`config.mk`:
```
export PLATFORM = sky130hd
export DESIGN_NAME = cvt_host_if
export DESIGN_NICKNAME = d
export VERILOG_FILES = /design/src/rtl/cvt_host_pkg.sv /design/src/rtl/cvt_sync.sv /design/src/rtl/cvt_strobe_decode.sv /design/src/rtl/cvt_bus_drive.sv /design/src/rtl/cvt_host_if.sv
export SDC_FILE = /design/constraint.sdc
export NUM_CORES = 1
export LEC_CHECK = 0
export BUFFER_PORTS_ARGS = -buffer_cell sky130_fd_sc_hd__buf_2
export CAP_MARGIN = 20
export CORE_ASPECT_RATIO = 2
export CORE_MARGIN = 2
export CORE_UTILIZATION = 47
export DETAILED_ROUTE_END_ITERATION = 6
export HOLD_SLACK_MARGIN = 0.06
export PLACE_DENSITY = 0.76
export SETUP_SLACK_MARGIN = 0.1
export SYNTH_ARGS = -nofsm -noshare
export SYNTH_HDL_FRONTEND = slang
export SYNTH_SLANG_ARGS = --single-unit
export TNS_END_PERCENT = 10
```
`constraint.sdc`:
```
create_clock -name clk -period 2 [get_ports clk]
set_input_delay 0.2 -clock clk [delete_from_list [all_inputs] [get_ports clk]]
set_output_delay 0.2 -clock clk [all_outputs]
set_load 0.01 [all_outputs]
```
`src/rtl/cvt_host_pkg.sv`:
```
package cvt_host_pkg;
    parameter int DATA_W = 13;
    parameter int SYNC_STAGES = 2;
    // Enable pattern in factory test mode: bits 2, 3, 5 and 6.
    parameter logic [DATA_W-1:0] TEST_OE_MASK = 13'h006C;

    typedef struct packed {
        logic              wr_prev;
        logic              cal_prev;
        logic              busy_prev;
        logic              start;
        logic              cal;
        logic              az_n;
        logic              conv_run;
        logic              cal_run;
        logic              int_act;
        logic [DATA_W-1:0] result;
        logic [DATA_W-1:0] oe;
    } host_state_t;
endpackage

```
`src/rtl/cvt_sync.sv`:
```
module cvt_sync #(
    parameter int          WIDTH   = 1,
    parameter int          STAGES  = 2,
    parameter logic [WIDTH-1:0] RST_VAL = '1
) (
    input  logic             clk,
    input  logic             rst_n,
    input  logic [WIDTH-1:0] async_in,
    output logic [WIDTH-1:0] sync_out
);
    logic [WIDTH-1:0] stage_q [STAGES];

    genvar g;
    generate
        for (g = 0; g < STAGES; g++) begin : g_stage
            always_ff @(posedge clk or negedge rst_n) begin
                if (!rst_n) begin
                    stage_q[g] <= RST_VAL;
                end else if (g == 0) begin
                    stage_q[g] <= async_in;
                end else begin
                    stage_q[g] <= stage_q[(g == 0) ? 0 : g - 1];
                end
            end
        end
    endgenerate

    assign sync_out = stage_q[STAGES-1];
endmodule

```
`src/rtl/cvt_strobe_decode.sv`:
```
module cvt_strobe_decode (
    input  logic cs_s,
    input  logic wr_s,
    input  logic rd_s,
    input  logic cal_s,
    input  logic wr_prev,
    input  logic cal_prev,
    input  logic cal_run,
    output logic start_req,
    output logic cal_req,
    output logic read_act,
    output logic test_act
);
    logic wr_rise;
    logic cal_fall;

    always_comb begin
        wr_rise   = wr_s && !wr_prev;
        cal_fall  = !cal_s && cal_prev;
        // A running calibration cannot be interrupted by either request.
        start_req = wr_rise && !cs_s && cal_s && !cal_run;
        cal_req   = cal_fall && cs_s && rd_s && wr_s && !cal_run;
        read_act  = !cs_s && !rd_s;
        test_act  = !cs_s && rd_s && !cal_s;
    end
endmodule

```
`src/rtl/cvt_bus_drive.sv`:
```
module cvt_bus_drive #(
    parameter int                DATA_W  = 13,
    parameter logic [DATA_W-1:0] OE_MASK = '0
) (
    input  logic              read_act,
    input  logic              test_act,
    input  logic [DATA_W-1:0] result,
    input  logic [DATA_W-1:0] oe,
    output logic [DATA_W-1:0] oe_next,
    output logic [DATA_W-1:0] data_out
);
    genvar b;
    generate
        for (b = 0; b < DATA_W; b++) begin : g_bit
            assign oe_next[b]  = read_act || (test_act && OE_MASK[b]);
            assign data_out[b] = oe[b] & result[b];
        end
    endgenerate
endmodule

```
`src/rtl/cvt_host_if.sv`:
```
module cvt_host_if
    import cvt_host_pkg::*;
(
    input  logic              clk,
    input  logic              rst_n,
    input  logic              cs_n,
    input  logic              wr_n,
    input  logic              rd_n,
    input  logic              cal_n,
    input  logic              az_n,
    output logic              seq_start,
    output logic              seq_cal,
    output logic              seq_az_n,
    input  logic              seq_busy,
    input  logic              seq_done,
    input  logic [DATA_W-1:0] seq_result,
    output logic              int_n,
    output logic              busy,
    output logic [DATA_W-1:0] data_out,
    output logic [DATA_W-1:0] data_oe
);
    localparam int NSTROBE = 5;

    logic [NSTROBE-1:0] strobe_s;
    logic cs_s, wr_s, rd_s, cal_s, az_s;
    logic start_req, cal_req, read_act, test_act;
    logic [DATA_W-1:0] oe_next;
    host_state_t s_d, s_q;

    cvt_sync #(.WIDTH(NSTROBE), .STAGES(SYNC_STAGES), .RST_VAL('1)) u_sync (
        .clk      (clk),
        .rst_n    (rst_n),
        .async_in ({az_n, cal_n, rd_n, wr_n, cs_n}),
        .sync_out (strobe_s)
    );

    assign {az_s, cal_s, rd_s, wr_s, cs_s} = strobe_s;

    cvt_strobe_decode u_dec (
        .cs_s      (cs_s),
        .wr_s      (wr_s),
        .rd_s      (rd_s),
        .cal_s     (cal_s),
        .wr_prev   (s_q.wr_prev),
        .cal_prev  (s_q.cal_prev),
        .cal_run   (s_q.cal_run),
        .start_req (start_req),
        .cal_req   (cal_req),
        .read_act  (read_act),
        .test_act  (test_act)
    );

    cvt_bus_drive #(.DATA_W(DATA_W), .OE_MASK(TEST_OE_MASK)) u_bus (
        .read_act (read_act),
        .test_act (test_act),
        .result   (s_q.result),
        .oe       (s_q.oe),
        .oe_next  (oe_next),
        .data_out (data_out)
    );

    always_comb begin
        s_d           = s_q;
        s_d.wr_prev   = wr_s;
        s_d.cal_prev  = cal_s;
        s_d.busy_prev = seq_busy;
        s_d.start     = start_req;
        s_d.cal       = cal_req;
        s_d.oe        = oe_next;

        if (start_req) begin
            s_d.az_n     = az_s;
            s_d.conv_run = 1'b1;
        end
        if (cal_req) begin
            s_d.cal_run  = 1'b1;
            s_d.conv_run = 1'b0;
        end
        if (s_q.cal_run && s_q.busy_prev && !seq_busy) begin
            s_d.cal_run = 1'b0;
        end
        if (seq_done && s_q.conv_run && !start_req) begin
            s_d.result   = seq_result;
            s_d.int_act  = 1'b1;
            s_d.conv_run = 1'b0;
        end
        // Clearing sources win over a result arriving in the same cycle.
        if (start_req || cal_req || read_act) begin
            s_d.int_act = 1'b0;
        end
    end

    always_ff @(posedge clk or negedge rst_n) begin
        if (!rst_n) begin
            s_q           <= '0;
            s_q.wr_prev   <= 1'b1;
            s_q.cal_prev  <= 1'b1;
            s_q.az_n      <= 1'b1;
        end else begin
            s_q <= s_d;
        end
    end

    assign seq_start = s_q.start;
    assign seq_cal   = s_q.cal;
    assign seq_az_n  = s_q.az_n;
    assign int_n     = !s_q.int_act;
    assign busy      = s_q.conv_run || s_q.cal_run;
    assign data_oe   = s_q.oe;
endmodule

```
==> impl_metrics.json <==
{
  "num-nets-final": 168,
  "min_period_ps": 1620,
  "ios": 53,
  "setup_violations": 0,
  "power.density_nw_per_um2": 948,
  "ant_nets": 0,
  "yosysWarnings": 0,
  "drt_iter0_drc": 11,
  "cts_buffers": 5,
  "root_buffer": "clkbuf_8",
  "irDropWorstVdd_v": 0.000691,
  "die_w_um": 41.7,
  "wirelength_um": 2220,
  "grt_overflow": 0,
  "synth_seq_cells": 34,
  "whs_ps": 149,
  "post-place-ws_ps": 383,
  "synth.distinct_cells": 19,
  "crit_required_ps": 2160,
  "cts_tree": "yes",
  "end_kind": "flip-flop",
  "drv_cap": 0,
  "swShare_pct": 24.1,
  "finalClockSkew_ps": 7.61,
  "grt_util_all_layers_pct": 15.0,
  "fp.dieH_um": 79.5,
  "synth_area_leaders": "dfrtp_1 39%, dfstp_2 26%, mux2_2 12%",
  "drcViolationCount": 0,
  "combPwrFrac_pct": 16.8,
  "start_util_pct": 48.9,
  "num_vias": 858,
  "area_delta_synth_final_pct": 26.5,
  "yosysTopAreaCellShare_pct": 39.3,
  "intPower_w": 0.00122,
  "core_area_um2": 2740,
  "fin_ws_ps": 381,
  "first_pass_iters": 4,
  "status": "finished clean",
  "post_cts.repair.setup_buffers": 0,
  "grt_pass1_wl_um": 3700,
  "timing.fmax_ghz": 0.618,
  "synthesis.nets": 114,
  "pwr-share-seq_pct": 54.6,
  "clock-sinks": 34,
  "setup_tns_ps": 0,
  "clkPwrFrac_pct": 28.6,
  "critPathKind": "flip-flop to flip-flop",
  "final_max_slew_viol_count": 0,
  "viasPerCell": 4.88,
  "h-tree-depth": 2,
  "syn_inst": 92,
  "netlist_area_um2": 1340,
  "hold_path_class": "primary input to flip-flop",
  "grt_pass1_vias": 895,
  "start_kind": "flip-flop",
  "numPortBuffers": 52,
  "synth_largest_area_cell": "dfrtp_1",
  "post-route-period-util_pct": 80.9,
  "clk_pin_slew_ps": 70,
  "grt_max_degree": 35,
  "postSynthAreaPerCell_um2": 14.6,
  "maxSlewHeadroom_pct": 53.8,
  "p_leak_nw": 0.855,
  "grt_setup_unrepaired": "no",
  "max_slew.worst_pin.slew_ps": 694,
  "finalHoldViolCount": 0,
  "rows": 27,
  "cts.path.max_buffers": 2,
  "drive_above_1_share_pct": 62.6,
  "arrival_ps": 1780,
  "antenna_found_initial": 0,
  "clock_latency_ps": 280,
  "n_antenna_cell": 0,
  "post_drt_wl_per_cell_um": 12.6,
  "p_switching_w": 0.000388,
  "ys_seq_area_share_pct": 64.8,
  "place.gp.congestion": 0.817,
  "die_area_um2": 3320,
  "path_max_fanout": 13
}
repair_timing:
action                                 4_1_cts  5_1_grt
hold buffers                                 7        0
endpoints found under the hold margin       27        0
gates resized for setup                      0        0
synth_stat cells (all sizes together):
cell,n
o311ai,1
nand4b,1
and2,13
dfstp,13
nor4,1
or2,1
dfrtp,21
mux2,14
o21ai,2
nor2b,1
o22a,1
buf,14
inv,2
a21oi,2
nor3,1
nor2,2
nand2b,2
logic make-up after synthesis:
| logic type | after synthesis | synth area share [%] |
|---|---|---|
| AO/OA/AOI/OAI | 6 | 4.21 |
| flip-flops | 34 | 64.8 |
| AND/OR/NAND/NOR | 22 | 10.6 |
| multiplexers | 14 | 11.8 |
| buffers and inverters | 16 | 8.69 |
per-stage QoR:
stage	utilization, %	total power [W]	cells	area (um^2)
after floorplan	-	0.00105	92	1340
after global placement	56.3	0.00113	161	1540
after detailed placement	56.3	0.00115	161	1540
after CTS	61.9	0.00163	176	1690
after global routing	61.9	0.00170	176	1690
final	61.9	0.00161	176	1690
sequential cells by signal, summed over array words and instances, names as in the netlist:
name,cells
s_q,19
data_oe,2
u_sync.stage_q,5
seq_start,1
seq_az_n,1
u_sync.sync_out,5
seq_cal,1
layer usage:
layer | share of wire (%) | track usage (%) | up-vias
met5 | 0 | 0 | -
met4 | 1.6 | 8.39 | 0
met3 | 6.8 | 5.43 | 4
li1 | - | - | 398
met1 | 30 | 11.9 | 420
met2 | 61 | 29.4 | 36
placed cells by master (no fill, tap or decap), drive strengths merged:
cell type | synthesis | routed
a21oi | 2 | 2
and2 | 13 | 13
buf | 14 | 54
clkbuf | 0 | 6
clkinv | 0 | 2
dfrtp | 21 | 21
dfstp | 13 | 13
dlygate4sd3 | 0 | 7
inv | 2 | 2
mux2 | 14 | 14
nand2b | 2 | 2
nand4b | 1 | 1
nor2 | 2 | 2
nor2b | 1 | 1
nor3 | 1 | 1
nor4 | 1 | 1
o21ai | 2 | 2
o22a | 1 | 1
o311ai | 1 | 1
or2 | 1 | 1
final timing paths:
kind	start	endpoint	slack, ps	cells past startpoint
worst max-delay path	u_sync.sync_out[3]	s_q[24]	380	4
worst min-delay path	seq_result[12]	s_q[25]	150	2
worst max register to register	u_sync.sync_out[3]	s_q[24]	380	4
worst min register to register	u_sync.stage_q[9]	u_sync.sync_out[4]	350	0
max in group asynchronous	rst_n	s_q[26]	1050	2
min in group asynchronous	rst_n	s_q[22]	510	2
cell type report:
| cell class | count | area (um^2) |
|---|---|---|
| well taps | 29 | 36.3 |
| clock buffers | 6 | 72.6 |
| flip-flops and latches | 34 | 867 |
| clock inverters | 2 | 10.0 |
| multi-input cells | 42 | 355 |
| fillers | 221 | 1040 |
| repair buffers | 61 | 345 |
| inverters | 2 | 7.51 |
power by group through the flow:
stage                     Sequential [W]  Combinational, W  Clock [W]
after CTS                       0.000877          0.000277   0.000478
after floorplan                 0.000872          0.000179          0
final                           0.000877          0.000270   0.000459
after global placement          0.000879          0.000255          0
after detailed placement        0.000890          0.000265          0
after global routing            0.000893          0.000301   0.000508
critical path: stages, from the launching register on:
cell      delay [ps]
dfstp_2          560
nand2b_1         110
o311ai_4         220
buf_4            250
mux2_2           350
No activity file was read; power rests on OpenSTA's default activity.
